[src/rtl/irfir_tx_frame.sv]
module irfir_tx_frame #(
  parameter int DEPTH = 16,
  parameter int LEN_W = 16
) (
  input  logic             clk,
  input  logic             rst_n,
  input  logic             tx_en,
  input  logic             crc_en,
  input  logic             dma_en,
  input  logic             len_wr,
  input  logic [LEN_W-1:0] len_val,
  input  logic             wr_valid,
  input  logic [7:0]       wr_data,
  output logic             writable,
  output logic [7:0]       tx_byte,
  output logic             tx_valid,
  input  logic             tx_ready,
  output logic             mod_clk_en,
  output logic             underrun,
  output logic             eof_done,
  input  logic             clr_underrun,
  input  logic             clr_eof,
  input  logic             mask_underrun,
  input  logic             mask_eof,
  output logic             irq
);
  localparam int AW = (DEPTH > 1) ? $clog2(DEPTH) : 1;
  localparam int CW = AW + 1;

  typedef enum logic [1:0] {ST_IDLE, ST_DATA, ST_CRC, ST_DONE} st_t;

  st_t              st;
  logic [7:0]       mem [DEPTH];
  logic [AW-1:0]    wp, rp;
  logic [CW-1:0]    fcnt;
  logic [LEN_W-1:0] len_q, wcnt, scnt;
  logic [31:0]      crc_q;
  logic [1:0]       cidx;

  function automatic logic [AW-1:0] ptr_inc(input logic [AW-1:0] p);
    return (p == AW'(DEPTH - 1)) ? '0 : p + 1'b1;
  endfunction

  function automatic logic [31:0] crc_step(input logic [31:0] c, input logic [7:0] d);
    logic [31:0] r;
    r = c;
    for (int i = 0; i < 8; i++)
      r = (r[0] ^ d[i]) ? ((r >> 1) ^ 32'hEDB8_8320) : (r >> 1);
    return r;
  endfunction

  wire full  = (fcnt == CW'(DEPTH));
  wire empty = (fcnt == '0);
  wire in_data = (st == ST_DATA);
  wire in_crc  = (st == ST_CRC);

  assign writable   = tx_en && in_data && !full && (wcnt < len_q);
  assign tx_valid   = tx_en && ((in_data && !empty) || in_crc);
  assign mod_clk_en = tx_en && (in_data || in_crc);

  wire [31:0] crc_out = ~crc_q;
  assign tx_byte = in_crc ? crc_out[8*cidx +: 8] : mem[rp];

  wire push      = wr_valid && writable;
  wire pop       = in_data && !empty && tx_ready && tx_en;
  wire last_data = pop && (scnt == len_q - 1'b1);
  wire crc_last  = in_crc && tx_ready && (cidx == 2'd3);
  wire frame_end = (last_data && !crc_en) || crc_last;
  wire uflow_evt = in_data && empty && tx_ready && dma_en;
  wire zero_end  = (len_val == '0) && !crc_en;

  always_ff @(posedge clk) begin
    if (push) mem[wp] <= wr_data;
  end

  always_ff @(posedge clk or negedge rst_n) begin
    if (!rst_n) begin
      st <= ST_IDLE; wp <= '0; rp <= '0; fcnt <= '0;
      len_q <= '0; wcnt <= '0; scnt <= '0;
      crc_q <= '1; cidx <= '0;
    end else if (!tx_en) begin
      st <= ST_IDLE; wp <= '0; rp <= '0; fcnt <= '0;
      len_q <= '0; wcnt <= '0; scnt <= '0;
      crc_q <= '1; cidx <= '0;
    end else if (len_wr) begin
      len_q <= len_val; wcnt <= '0; scnt <= '0;
      wp <= '0; rp <= '0; fcnt <= '0;
      crc_q <= '1; cidx <= '0;
      if (len_val != '0) st <= ST_DATA;
      else               st <= crc_en ? ST_CRC : ST_DONE;
    end else begin
      if (push) begin
        wp   <= ptr_inc(wp);
        wcnt <= wcnt + 1'b1;
      end
      if (pop) begin
        rp    <= ptr_inc(rp);
        scnt  <= scnt + 1'b1;
        crc_q <= crc_step(crc_q, mem[rp]);
      end
      case ({push, pop})
        2'b10:   fcnt <= fcnt + 1'b1;
        2'b01:   fcnt <= fcnt - 1'b1;
        default: fcnt <= fcnt;
      endcase
      if (last_data)
        st <= crc_en ? ST_CRC : ST_DONE;
      if (in_crc && tx_ready) begin
        cidx <= cidx + 1'b1;
        if (cidx == 2'd3) st <= ST_DONE;
      end
    end
  end

  always_ff @(posedge clk or negedge rst_n) begin
    if (!rst_n) begin
      underrun <= 1'b0;
      eof_done <= 1'b0;
    end else if (!tx_en) begin
      underrun <= 1'b0;
      eof_done <= 1'b0;
    end else begin
      if (uflow_evt && !len_wr)  underrun <= 1'b1;
      else if (clr_underrun)     underrun <= 1'b0;
      if (len_wr)                eof_done <= zero_end && dma_en;
      else if (frame_end && dma_en) eof_done <= 1'b1;
      else if (clr_eof)          eof_done <= 1'b0;
    end
  end

  assign irq = (underrun && !mask_underrun) || (eof_done && !mask_eof);


  no_overflow_chk: assert property (@(posedge clk) disable iff (!rst_n)
    fcnt <= CW'(DEPTH));


  push_limit_chk: assert property (@(posedge clk) disable iff (!rst_n)
    wcnt <= len_q);


  sent_le_pushed_chk: assert property (@(posedge clk) disable iff (!rst_n)
    scnt <= wcnt);


  eof_needs_dma_chk: assert property (@(posedge clk) disable iff (!rst_n)
    $rose(eof_done) |-> $past(dma_en));


  uflow_cause_chk: assert property (@(posedge clk) disable iff (!rst_n)
    $rose(underrun) |-> $past(dma_en && tx_ready && empty));


  disable_flush_chk: assert property (@(posedge clk) disable iff (!rst_n)
    !tx_en |=> (fcnt == '0) && !underrun && !eof_done && (st == ST_IDLE));


  flag_sticky_chk: assert property (@(posedge clk) disable iff (!rst_n)
    (underrun && tx_en && !clr_underrun) |=> underrun);
endmodule

[config.mk]
export PLATFORM = sky130hd
export DESIGN_NAME = irfir_tx_frame
export DESIGN_NICKNAME = d
export VERILOG_FILES = /design/src/rtl/irfir_tx_frame.sv
export SDC_FILE = /design/constraint.sdc
export NUM_CORES = 1
export LEC_CHECK = 0
export BUFFER_PORTS_ARGS = -buffer_cell sky130_fd_sc_hd__buf_2
export CORE_MARGIN = 4
export CORE_UTILIZATION = 50
export CTS_BUF_LIST = sky130_fd_sc_hd__clkbuf_2
export CTS_CLUSTER_DIAMETER = 80
export CTS_CLUSTER_SIZE = 40
export DETAILED_ROUTE_END_ITERATION = 10
export GPL_TIMING_DRIVEN = 0
export PLACE_DENSITY = 0.65
export SKIP_CTS_REPAIR_TIMING = 1
export SLEW_MARGIN = 20
export SYNTH_ARGS = -nofsm -noshare
export SYNTH_HDL_FRONTEND = slang
export SYNTH_SLANG_ARGS = --single-unit
export TNS_END_PERCENT = 100
[constraint.sdc]
create_clock -name clk -period 5 [get_ports clk]
set_input_delay 0.5 -clock clk [delete_from_list [all_inputs] [get_ports clk]]
set_output_delay 0.5 -clock clk [all_outputs]
set_load 0.03 [all_outputs]
==> run_results.csv <==
group,metric,value,unit
power,vdd_ir_drop_max,0.2982,mV
power,power_switching,0.8846,mW
global_route,grt_pass1_vias,7488,
detailed_routing,drt_iter0_drc,576,
detailed_routing,wl_met3,1224,um
global_route,antenna_found_initial,1,
global_route,grt_pass1_wl,42950,um
synthesis,synth_most_common_cell,"edfxtp_1",
placed_design,dp_hpwl,19270,um
detailed_routing,routed-wl-met2,13320,um
power,p_per_area,246.3,nW/um^2
synthesis,synth_area_leaders,"edfxtp_1 33%, dfrtp_1 14%, mux4_2 7.5%",
clock_network,cts_tree,"done",
worst_setup_path,cp.arrival,5350,ps
synthesis,postSynthAreaPerCell,12.92,sq um
die,coreArea,22850,sq um
power,cellInternalPower,2.340,mW
synthesis,yosys-top-cells-count,"128 x edfxtp_1, 72 x nand2_1, 67 x dfrtp_1, 59 x xnor2_1, 50 x nor2_1",
timing,finClkSkew,203.4,ps
timing,slew-limit-headroom,35.39,%
die,fp.dieH,161.2,um
timing,tightestPinTransition,966.8,ps
synthesis,synth_edf_count,128,
timing,min_period_over_period,92.59,%
die,ioPinCount,50,
detailed_routing,ant_nets,0,
worst_setup_path,path_class,"reg2reg",
synthesis,netlist_area,11740,sq um
power,p_clk_share,26.6,%
timing,maxSlewViolCount,0,
status,violations,"negative hold slack",
synthesis,synth-main-ff-cell,"edfxtp_1",
synthesis,yosys.cell_types.count,67,
detailed_routing,wl_per_cell,20.32,um
min_path,hold_path_depth,3,
detailed_routing,drc,0,
clock_network,cts_buffers,14,
die,die_x,161.2,um
synthesis,synth-seq-cells,227,
cells_and_area,nets,1083,
timing,min_period,4630,ps
detailed_routing,routedLengthMet1,12200,um
synthesis,async_flop_share,43.61,%
clock_network,clockRootBuffer,"clkbuf_2",
timing,whs,-11.88,ps
global_route,grt_use_total,20.91,%
clock_network,cts_sinks,227,
synthesis,netlist_instances,909,
timing,tns,0,ps
worst_setup_path,worstPathRequired,5720,ps
clock_network,ctsHtreeMaxLevel,1,
global_route,gr-total-overflow,0,
power,total_power,3.225,mW
min_path,hold_class,"in2reg",
clock_network,path_clk_slew,500,ps
synthesis,seq_area_frac_synth,54.18,%
flow_run,maxCapViolCount,0,
die,initial_core_util,51.39,%
synthesis,syn-num-nets,976,
power,swShare,27.43,%
detailed_routing,topRoutingLayerUsed,"met4",
detailed_routing,via_count,7492,
synthesis,yosysWarnings,0,
synthesis,synth_top_area_cell,"edfxtp_1",
placed_design,gp_congestion,0.8294,
power,p_comb_share,10.9,%
clock_network,clockBufferDepth,3,
timing,setup_viol,0,
detailed_routing,drt-total-wl,27180,um
timing,fmax,216.0,MHz
power,power.leakage,4.832,nW
placed_design,dpl_cell_area,12540,sq um
cells_and_area,area_delta_synth_final,11.51,%
power,seqPwrFrac,62.5,%
die,dieArea,26000,sq um
global_route,grt_max_degree,63,
detailed_routing,dr.pass1.iters,5,
cells_and_area,finish.instance_area,13090,sq um
worst_setup_path,endpoint_kind,"flop",
clock_network,insertion_delay,960,ps
cells_and_area,drive_gt1_share,20.51,%
worst_setup_path,crit_fanout,10,
timing,hold_viol,1,
detailed_routing,vias_per_cell,5.599,
status,outcome,"finished, violations left",
worst_setup_path,cp-start-kind,"flop",
die,num_rows,55,
timing,rsz0062_at_grt,"false",
synthesis,synth_top_cell_area_share,32.74,%
worst_setup_path,rr_worst_depth,20,
placed_design,portBuffers,48,
-- worst paths after layout --
path | start | endpoint | slack, ps
hold / removal | len_val[4] | len_q[4]$_DFFE_PN0P_ | -10
max in group asynchronous | rst_n | crc_q[25]$_DFFE_PN1P_ | 4180
min in group asynchronous | rst_n | fcnt[1]$_DFFE_PN0P_ | 110
hold reg to reg | crc_q[14]$_DFFE_PN1P_ | crc_q[6]$_DFFE_PN1P_ | 460
setup / recovery | wcnt[9]$_DFFE_PN0P_ | fcnt[4]$_DFFE_PN0P_ | 370
setup reg to reg | wcnt[9]$_DFFE_PN0P_ | fcnt[4]$_DFFE_PN0P_ | 370
-- layer usage --
layer	vias up	global-route usage [%]
met4	0	4.033
met3	32	2.628
met2	174	34.84
met1	3781	30.06
li1	3505	-
met5	-	0
-- cells by family after synthesis --
logic type	Yosys count	synth area share [%]
buffers and inverters	84	3.176
multiplexers	85	11.69
AO/OA/AOI/OAI	128	7.109
adder cells (fa/ha/maj)	31	3.368
flip-flops	227	54.18
XOR/XNOR	116	10.51
AND/OR/NAND/NOR	238	9.965
-- power by group through the flow --
stage,Sequential (mW),Clock [mW],Combinational (mW)
final,2.02,0.858,0.351
after global routing,2.02,0.955,0.387
after CTS,2.02,0.879,0.334
after detailed placement,2.05,0,0.332
after global placement,2.05,0,0.323
after floorplan,2.04,0,0.218
-- layout by cell type, fill, tap and decap left out, types with 30 or more instances in the layout --
cell / n
xnor2_1: 59
buf_2: 54
dfstp_2: 32
ha_1: 30
a21oi_1: 44
edfxtp_1: 128
dlygate4sd3_1: 31
nand2_1: 72
xor2_1: 40
inv_1: 35
mux2i_1: 37
dfrtp_1: 67
mux4_2: 39
clkbuf_1: 35
nor2_1: 50
-- worst max-delay path: stages (launching register included) --
cell and delay, ps:
dfrtp_1 520, ha_1 310, a21o_1 110, a21o_1 100, a21oi_1 80, a21oi_1 140
nor2_1 60, nor2_1 450, a21boi_4 190, inv_2 130, clkbuf_1 380, clkbuf_2 360
ha_1 280, inv_1 100, fa_1 420, inv_1 70, a21o_1 100, a21oi_1 70
xnor2_1 130, or3_1 300, a21oi_1 140
-- area by class of cell --
type	count	area, sq um
well taps	313	391.6
diodes	1	2.502
clock inverters	9	148.9
fillers	1911	9756
clock buffers	15	75.07
plain buffers	48	239.0
repair buffers	91	671.9
multi-input cells	598	5066
flip-flops and latches	227	6361
inverters	36	135.1
-- per-stage QoR --
stage / util [%] / cells / setup slack (ps)
2_1_floorplan: - / 909 / 1030
3_3_place_gp: 54.15 / 1270 / -999.7
3_5_place_dp: 54.88 / 1282 / 61.51
4_1_cts: 55.86 / 1306 / -92.74
5_1_grt: 57.30 / 1338 / 50.74
6_report: 57.30 / 1338 / 370.3
-- registers in the layout, indices dropped and copies added (netlist names) --
| signal | cells |
|---|---|
| rp | 4 |
| st | 2 |
| eof_done | 1 |
| fcnt | 5 |
| mem | 128 |
| crc_q | 32 |
| wcnt | 16 |
| scnt | 16 |
| wp | 4 |
| cidx | 2 |
| underrun | 1 |
| len_q | 16 |
(Power assumes the default switching activity.)
